**config.mk**
```make
export PLATFORM = sky130hd
export DESIGN_NAME = chan_word_packer
export DESIGN_NICKNAME = d
export VERILOG_FILES = /design/src/rtl/chwp_pkg.sv /design/src/rtl/chwp_pack.sv /design/src/rtl/chwp_xfer_ctr.sv /design/src/rtl/chan_word_packer.sv
export SDC_FILE = /design/constraint.sdc
export NUM_CORES = 1
export LEC_CHECK = 0
export ABC_AREA = 0
export CAP_MARGIN = 20
export CORE_AREA = 2 2 141 88
export CTS_BUF_LIST = sky130_fd_sc_hd__clkbuf_8
export DETAILED_ROUTE_END_ITERATION = 8
export DIE_AREA = 0 0 143 90
export MAX_ROUTING_LAYER = met4
export PLACE_DENSITY_LB_ADDON = 0.15
export SYNTH_ARGS = -nofsm -noshare
export SYNTH_HDL_FRONTEND = slang
export SYNTH_SLANG_ARGS = --single-unit
```
**constraint.sdc**
```tcl
create_clock -name clk -period 2.72 [get_ports clk]
set_input_delay 0.408 -clock clk [delete_from_list [all_inputs] [get_ports clk]]
set_output_delay 0.408 -clock clk [all_outputs]
set_load 0.005 [all_outputs]
```
**src/rtl/chwp_pkg.sv**
```systemverilog
package chwp_pkg;

  typedef enum logic [1:0] {
    WID6  = 2'b00,
    WID12 = 2'b01,
    WID24 = 2'b10
  } width_e;

  // function code bit positions
  localparam int FN_EXT = 2;
  localparam int FN_SIG = 1;
  localparam int FN_PRO = 0;

  function automatic width_e decode_width(input logic [1:0] code);
    if (code[1])      return WID24;
    else if (code[0]) return WID12;
    else              return WID6;
  endfunction

endpackage

```
**src/rtl/chwp_pack.sv**
```systemverilog
module chwp_pack
  import chwp_pkg::*;
#(
  parameter int CHAR_W = 6
) (
  input  width_e                  width,
  input  logic [4*CHAR_W-1:0]     cur,
  input  logic [4*CHAR_W-1:0]     chr,
  input  logic [2:0]              cnt,
  input  logic [1:0]              cpw,
  output logic [4*CHAR_W-1:0]     packed_w,
  output logic [4*CHAR_W-1:0]     padded_w
);
  localparam int WORD_W = 4 * CHAR_W;
  localparam int HALF_W = 2 * CHAR_W;

  logic [2:0] cpw_ext;
  logic [2:0] miss;

  assign cpw_ext = {1'b0, cpw};
  assign miss    = (cnt <= cpw_ext) ? (cpw_ext + 3'd1 - cnt) : 3'd0;

  always_comb begin
    case (width)
      WID6:    packed_w = {cur[WORD_W-CHAR_W-1:0], chr[CHAR_W-1:0]};
      WID12:   packed_w = {cur[WORD_W-HALF_W-1:0], chr[HALF_W-1:0]};
      default: packed_w = chr;
    endcase
  end

  always_comb begin
    case (width)
      WID6: begin
        case (miss)
          3'd0:    padded_w = cur;
          3'd1:    padded_w = {cur[WORD_W-CHAR_W-1:0], {CHAR_W{1'b0}}};
          3'd2:    padded_w = {cur[WORD_W-2*CHAR_W-1:0], {2*CHAR_W{1'b0}}};
          3'd3:    padded_w = {cur[WORD_W-3*CHAR_W-1:0], {3*CHAR_W{1'b0}}};
          default: padded_w = '0;
        endcase
      end
      WID12:   padded_w = (miss != 3'd0) ? {cur[WORD_W-HALF_W-1:0], {HALF_W{1'b0}}} : cur;
      default: padded_w = (miss != 3'd0) ? '0 : cur;
    endcase
  end

endmodule

```
**src/rtl/chwp_xfer_ctr.sv**
```systemverilog
module chwp_xfer_ctr #(
  parameter int ADDR_W = 14,
  parameter int WC_W   = 15
) (
  input  logic              clk,
  input  logic              rst_n,
  input  logic              load,
  input  logic [ADDR_W-1:0] load_addr,
  input  logic [WC_W-1:0]   load_wc,
  input  logic              step,
  output logic [ADDR_W-1:0] addr,
  output logic [WC_W-1:0]   wc,
  output logic              last
);
  localparam logic [WC_W-1:0] WC_ONE = WC_W'(1);

  always_ff @(posedge clk or negedge rst_n) begin
    if (!rst_n) begin
      addr <= '0;
      wc   <= '0;
    end else if (load) begin
      addr <= load_addr;
      wc   <= load_wc;
    end else if (step) begin
      addr <= addr + ADDR_W'(1);
      wc   <= wc - WC_ONE;
    end
  end

  assign last = (wc == WC_ONE);

  AST_WC_STEP: assert property (@(posedge clk) disable iff (!rst_n)
    step && !load |=> wc == $past(wc) - WC_ONE);

  AST_ADDR_STEP: assert property (@(posedge clk) disable iff (!rst_n)
    step && !load |=> addr == $past(addr) + ADDR_W'(1));

endmodule

```
**src/rtl/chan_word_packer.sv**
```systemverilog
module chan_word_packer
  import chwp_pkg::*;
#(
  parameter int CHAR_W = 6,
  parameter int ADDR_W = 14,
  parameter int WC_W   = 15
) (
  input  logic                clk,
  input  logic                rst_n,
  input  logic                cpu_int_en,
  input  logic                start,
  input  logic [1:0]          cfg_width,
  input  logic [1:0]          cfg_cpw,
  input  logic [2:0]          cfg_func,
  input  logic                cfg_ilce,
  input  logic                cfg_scan,
  input  logic                cfg_zwc_ie,
  input  logic                cfg_eor_ie,
  input  logic [ADDR_W-1:0]   cfg_addr,
  input  logic [WC_W-1:0]     cfg_wc,
  input  logic                ch_valid,
  output logic                ch_ready,
  input  logic [4*CHAR_W-1:0] ch_data,
  input  logic                ch_err,
  input  logic                eor_in,
  output logic                mem_req,
  input  logic                mem_ack,
  output logic [ADDR_W-1:0]   mem_addr,
  output logic [4*CHAR_W-1:0] mem_data,
  output logic [4*CHAR_W-1:0] word_out,
  output logic                word_full,
  output logic [WC_W-1:0]     word_count,
  output logic                connected,
  output logic                inter_rec,
  output logic                err_flag,
  output logic                irq_eow,
  output logic                irq_zwc,
  output logic                irq_eor,
  output logic                disc
);
  localparam int WORD_W = 4 * CHAR_W;

  // channel state
  logic              conn_q, irec_q, ilce_q, err_q, scan_q;
  logic              zwc_ie_q, eor_ie_q;
  logic [2:0]        func_q;
  width_e            width_q;
  logic [1:0]        cpw_q;
  logic [2:0]        cnt_q;
  logic [WORD_W-1:0] war_q;
  logic              pend_q, pend_eor_q, eor_req_q;
  logic              mem_req_q, irq_eow_q, irq_zwc_q, irq_eor_q, disc_q;

  // derived
  logic              is_ext, is_sig, is_pro;
  logic [2:0]        cpw_ext, cpw_one, cnt_inc;
  logic              start_ok, accept, full_n;
  logic              ack_done, eor_go, eor_store, finish, zwc_hit, needs_pad;
  logic              wc_last;
  logic [1:0]        cpw_load;
  width_e            width_load;
  logic [WORD_W-1:0] packed_w, padded_w;

  assign is_ext  = func_q[FN_EXT];
  assign is_sig  = func_q[FN_SIG];
  assign is_pro  = func_q[FN_PRO];
  assign cpw_ext = {1'b0, cpw_q};
  assign cpw_one = cpw_ext + 3'd1;

  assign start_ok = start && !conn_q;
  assign ch_ready = conn_q && !irec_q && !pend_q && !eor_req_q;
  assign accept   = ch_valid && ch_ready;

  // counter after this character: pinned in scan, saturating at full
  assign cnt_inc = scan_q ? cpw_ext :
                   (cnt_q > cpw_ext) ? cnt_q : (cnt_q + 3'd1);
  assign full_n  = cnt_inc > cpw_ext;

  assign ack_done  = pend_q && mem_ack;
  assign eor_go    = conn_q && eor_req_q && !pend_q;
  assign eor_store = eor_go && is_ext && (cnt_q != 3'd0) && ilce_q;
  assign needs_pad = !is_ext || (cnt_q != 3'd0);
  assign finish    = (ack_done && pend_eor_q) || (eor_go && !eor_store);
  assign zwc_hit   = ack_done && !pend_eor_q && wc_last;

  assign width_load = decode_width(cfg_width);
  always_comb begin
    case (width_load)
      WID6:    cpw_load = cfg_cpw;
      WID12:   cpw_load = {1'b0, cfg_cpw[0]};
      default: cpw_load = 2'b00;
    endcase
  end

  chwp_pack #(.CHAR_W(CHAR_W)) u_pack (
    .width    (width_q),
    .cur      (war_q),
    .chr      (ch_data),
    .cnt      (cnt_q),
    .cpw      (cpw_q),
    .packed_w (packed_w),
    .padded_w (padded_w)
  );

  chwp_xfer_ctr #(.ADDR_W(ADDR_W), .WC_W(WC_W)) u_ctr (
    .clk       (clk),
    .rst_n     (rst_n),
    .load      (start_ok),
    .load_addr (cfg_addr),
    .load_wc   (cfg_wc),
    .step      (ack_done),
    .addr      (mem_addr),
    .wc        (word_count),
    .last      (wc_last)
  );

  always_ff @(posedge clk or negedge rst_n) begin
    if (!rst_n) begin
      conn_q     <= 1'b0;
      irec_q     <= 1'b0;
      ilce_q     <= 1'b0;
      err_q      <= 1'b0;
      scan_q     <= 1'b0;
      zwc_ie_q   <= 1'b0;
      eor_ie_q   <= 1'b0;
      func_q     <= 3'd0;
      width_q    <= WID6;
      cpw_q      <= 2'd0;
      cnt_q      <= 3'd0;
      war_q      <= '0;
      pend_q     <= 1'b0;
      pend_eor_q <= 1'b0;
      eor_req_q  <= 1'b0;
      mem_req_q  <= 1'b0;
      irq_eow_q  <= 1'b0;
      irq_zwc_q  <= 1'b0;
      irq_eor_q  <= 1'b0;
      disc_q     <= 1'b0;
    end else begin
      mem_req_q <= 1'b0;
      irq_eow_q <= 1'b0;
      irq_zwc_q <= 1'b0;
      irq_eor_q <= 1'b0;
      disc_q    <= 1'b0;
      if (start_ok) begin
        conn_q     <= 1'b1;
        irec_q     <= 1'b0;
        ilce_q     <= cfg_ilce;
        err_q      <= 1'b0;
        scan_q     <= cfg_scan;
        zwc_ie_q   <= cfg_zwc_ie;
        eor_ie_q   <= cfg_eor_ie;
        func_q     <= cfg_func;
        width_q    <= width_load;
        cpw_q      <= cpw_load;
        cnt_q      <= 3'd0;
        war_q      <= '0;
        pend_q     <= 1'b0;
        pend_eor_q <= 1'b0;
        eor_req_q  <= 1'b0;
      end else if (conn_q) begin
        if (accept) begin
          war_q <= packed_w;
          if (ch_err) err_q <= 1'b1;
          if (full_n) begin
            if (ilce_q) begin
              cnt_q     <= cnt_inc;
              pend_q    <= 1'b1;
              mem_req_q <= 1'b1;
            end else if (!is_ext) begin
              cnt_q <= cnt_inc;
              if (cpu_int_en) irq_eow_q <= 1'b1;
            end else if (is_sig) begin
              cnt_q <= cnt_inc;
              err_q <= 1'b1;
            end else begin
              cnt_q <= cpw_ext;
            end
          end else begin
            cnt_q <= cnt_inc;
          end
        end
        if (eor_in && !irec_q) eor_req_q <= 1'b1;
        if (ack_done) begin
          pend_q     <= 1'b0;
          pend_eor_q <= 1'b0;
          war_q      <= '0;
          cnt_q      <= 3'd0;
        end
        if (zwc_hit) begin
          ilce_q <= 1'b0;
          if (is_ext && zwc_ie_q) irq_zwc_q <= 1'b1;
          if (is_ext && is_sig && !is_pro) begin
            if (eor_ie_q) irq_eor_q <= 1'b1;
            conn_q    <= 1'b0;
            disc_q    <= 1'b1;
            eor_req_q <= 1'b0;
          end
        end
        if (eor_go) begin
          eor_req_q <= 1'b0;
          war_q     <= padded_w;
          if (needs_pad) cnt_q <= cpw_one;
          if (eor_store) begin
            pend_q     <= 1'b1;
            pend_eor_q <= 1'b1;
            mem_req_q  <= 1'b1;
          end
        end
        if (finish) begin
          ilce_q    <= 1'b0;
          eor_req_q <= 1'b0;
          if (eor_ie_q || (!is_ext && cpu_int_en)) irq_eor_q <= 1'b1;
          if (is_ext && is_pro) irec_q <= 1'b1;
          else begin
            conn_q <= 1'b0;
            disc_q <= 1'b1;
          end
        end
      end
    end
  end

  assign mem_req   = mem_req_q;
  assign mem_data  = war_q;
  assign word_out  = war_q;
  assign word_full = cnt_q > cpw_ext;
  assign connected = conn_q;
  assign inter_rec = irec_q;
  assign err_flag  = err_q;
  assign irq_eow   = irq_eow_q;
  assign irq_zwc   = irq_zwc_q;
  assign irq_eor   = irq_eor_q;
  assign disc      = disc_q;

  AST_REQ_ONE_CYCLE: assert property (@(posedge clk) disable iff (!rst_n)
    mem_req |=> !mem_req);

  AST_STALL_UNTIL_ACK: assert property (@(posedge clk) disable iff (!rst_n)
    mem_req && !mem_ack |=> !ch_ready);

  AST_ADDR_HELD: assert property (@(posedge clk) disable iff (!rst_n)
    pend_q && !mem_ack && !start |=> $stable(mem_addr));

  AST_CNT_BOUND: assert property (@(posedge clk) disable iff (!rst_n)
    conn_q |-> cnt_q <= cpw_one);

  AST_SCAN_NO_STORE: assert property (@(posedge clk) disable iff (!rst_n)
    conn_q && scan_q && !eor_req_q && !pend_q |=> !mem_req);

  AST_DISC_DROPS: assert property (@(posedge clk) disable iff (!rst_n)
    disc |-> !connected);

  AST_IREC_CONNECTED: assert property (@(posedge clk) disable iff (!rst_n)
    inter_rec |-> connected && !ch_ready);

endmodule

```
==> results.sh <==
export IMPL_seqCellArea_um2=1950
export IMPL_gr_usage_met1_pct=37.7
export IMPL_die_area_um2=12900
export IMPL_firstDrtPassIters=4
export IMPL_final_nets=794
export IMPL_place_gp_congestion=0.888
export IMPL_cap_violations=0
export IMPL_synthFlopType="dfrtp_1"
export IMPL_reg2reg_from="cnt_q[1]"
export IMPL_finalSetupTns_ns=0
export IMPL_die_h_um=90
export IMPL_hold_viol=0
export IMPL_grt_pass1_vias=4587
export IMPL_dp_cells=863
export IMPL_timing_final_crit_period_ns=2.72
export IMPL_multi_input_area_um2=2850
export IMPL_fin_cells=880
export IMPL_outcome="completed"
export IMPL_coreArea_um2=11700
export IMPL_area_growth_pct=42.0
export IMPL_setup_ws_ns=0.0000211
export IMPL_place_hpwl_mm=11.4
export IMPL_arrival_ns=2.97
export IMPL_syn_nets=649
export IMPL_synth_area_leader_cell="dfrtp_1"
export IMPL_start_util_pct=43.0
export IMPL_finClkSkew_ns=0.0107
export IMPL_cts_buffers_inserted=9
export IMPL_drcViolationCount=0
export IMPL_reg2reg_slack_ns=0.00002
export IMPL_via_per_inst=5.51
export IMPL_drt_iter0_drc=388
export IMPL_path_clk_slew_ns=0.09
export IMPL_ys_seq_elements=78
export IMPL_synthTopCellsByCount="nand2_1 (98), dfrtp_1 (78), o21ai_0 (69)"
export IMPL_slew_limit_headroom_pct=43.9
export IMPL_grt_busiest_layer="met1"
export IMPL_synth_xor_area_share_pct=4.89
export IMPL_drv_slew=0
export IMPL_final_util_pct=61.0
export IMPL_synthCells=565
export IMPL_globalRouteMet2Util_pct=34.2
export IMPL_antenna_found_initial=0
export IMPL_num_rows=31
export IMPL_synthArstFlopShare_pct=100
export IMPL_synth_edf_count=0
export IMPL_overflow=0
export IMPL_synth_most_common_cell="nand2_1"
export IMPL_grt_setup_unrepaired="true"
export IMPL_vias=4847
export IMPL_synthAdderAreaFrac_pct=3.14
export IMPL_irDropWorstVdd_mv=0.552
export IMPL_power_density_nw_per_um2=1330
export IMPL_hold_buffers=0
export IMPL_cp_start_kind="register"
export IMPL_avgSynthCellArea_um2=8.88
export IMPL_synth_top_family_by_area="compound AO/OA/AOI/OAI gates"
export IMPL_synthMuxAreaShare_pct=7.18
export IMPL_io_buffer_count=158
export IMPL_drt_wl_total_mm=15.8
export IMPL_grt_use_met3_pct=6.07
export IMPL_yosys_area_share_simple_pct=18.7
export IMPL_leakagePower_uw=0.00298
export IMPL_yosys_area_top_type_share_pct=38.9
export IMPL_drive_gt1_share_pct=15.9
export IMPL_ff2ff_path_depth=12
export IMPL_critical_path_required_ns=2.97
export IMPL_crit_path_end_kind="register"
export IMPL_grt_max_degree=79
export IMPL_fillCellCount=1022
export IMPL_setup_violations=0
export IMPL_cts_tree="yes"
export IMPL_yosysWarnings=0
export IMPL_root_buffer="clkbuf_8"
export IMPL_worstSkewPairLatency_ns=0.36
export IMPL_hold_class="in2async"
export IMPL_rr_endpoint="pend_q"
export IMPL_synthTopCellsByArea="dfrtp_1 (39%), nand2_1 (7.3%), o21ai_0 (6.9%), mux2_2 (5.4%), buf_4 (3.7%)"
export IMPL_diodes=0
export IMPL_antenna_left=0
export IMPL_netlist_area_um2=5020
export IMPL_path_class="reg2reg"
export IMPL_io_pins=159
export IMPL_clkSinkCount=78
export IMPL_dpl_worst_slack_ns=-0.0244
export IMPL_synth_compound_area_share_pct=19.8
export IMPL_cts_buffer_depth=2
export IMPL_cp_max_fo=6
export IMPL_grt_pass1_wl_mm=24.7
export IMPL_max_freq_ghz=0.368
export IMPL_htree_levels=3
export IMPL_wire_per_inst_um=18.0
export IMPL_grt_util_all_layers_pct=25.2
export IMPL_fin_crit_sh_pct=100
export IMPL_synth_distinct_cells=59
export IMPL_fp_dieW_um=143
export IMPL_worstMarginPinSlew_ns=0.839
export IMPL_ys_seq_area_share_pct=38.9
-- worst max-delay path, stage by stage, from the launching register on --
cell	delay (ns)
dfrtp_1	0.43
ha_4	0.26
nor2b_4	0.13
o31ai_4	0.25
inv_2	0.07
mux2i_2	0.20
a21oi_1	0.09
ha_1	0.31
nor2b_4	0.13
o21ai_2	0.16
o31ai_4	0.12
a32o_2	0.29
o21a_1	0.16
-- worst max path at each step --
stage,start,endpoint,slack (ns),cells past startpoint
after floorplan,cpw_q[1],pend_q,-0.08,13
after global placement,cpw_q[1],pend_q,0.03,13
after detailed placement,cpw_q[1],pend_q,-0.02,13
after CTS,cpw_q[1],pend_q,-0.02,13
after global routing,cnt_q[1],pend_q,-0.13,12
final,cnt_q[1],pend_q,0.00002,12
-- layout make-up --
type,instances,area share (%)
Inverter,12,0.632
Clock buffer,10,1.93
Multi-Input combinational cell,416,40.1
Clock inverter,6,0.650
Timing Repair Buffer,193,26.4
Sequential cell,78,27.4
Tap cell,165,2.90
-- per-stage QoR --
| step | hold slack (ns) | area [um^2] | power (uW) |
|---|---|---|---|
| after floorplan | 0.112 | 5020 | 5550 |
| after global placement | 0.468 | 6770 | 8030 |
| after detailed placement | 0.472 | 6770 | 8150 |
| after CTS | 0.241 | 6950 | 9020 |
| after global routing | 0.0275 | 7120 | 10100 |
| final | 0.00137 | 7120 | 9500 |
-- what timing repair did --
action | CTS | global route
resized for setup | 1 | 29
pin swaps | 1 | 9
buffers inserted | 0 | 1
endpoints found under the setup margin | 4 | 17
-- routing by layer --
| metal | wire length [um] | vias to the layer above |
|---|---|---|
| li1 | - | 2268 |
| met1 | 7930 | 2392 |
| met2 | 6780 | 173 |
| met3 | 967 | 14 |
| met4 | 136 | 0 |
| met5 | 0 | - |
-- flip-flops by register name (all words and copies together) (netlist names), 2 cells and up --
signal / cells
mem_data: 24
u_ctr.wc: 15
u_ctr.addr: 14
cnt_q: 3
func_q: 3
cpw_q: 2
width_q: 2
-- cell usage in the layout (no fill, tap or decap), types with 6 or more instances in the layout --
cell type        count
o21ai_0             67
nor2_1              35
ha_1                10
nand2b_1             7
nand2_1             98
dfrtp_1             78
buf_4               32
o41ai_2             11
a22o_1               9
o31ai_1              6
clkdlybuf4s50_1    157
inv_1               10
mux2_2              24
xor2_1              16
clkbuf_8            10
a221oi_1            11
nand4_1              6
a21oi_1             13
mux2i_1              8
xnor2_1             12
nand3_1              7
-- cell families after synthesis --
family                   Yosys count
adder cells (fa/ha/maj)           12
flip-flops                        78
AO/OA/AOI/OAI                    148
AND/OR/NAND/NOR                  195
XOR/XNOR                          28
buffers and inverters             71
multiplexers                      33
-- power by group --
part / internal, uW / switching (uW) / total [uW]
registers: 1680 / 784 / 2460
logic: 3250 / 2970 / 6220
clock network: 361 / 457 / 818
No activity file was read; power rests on OpenSTA's default activity.
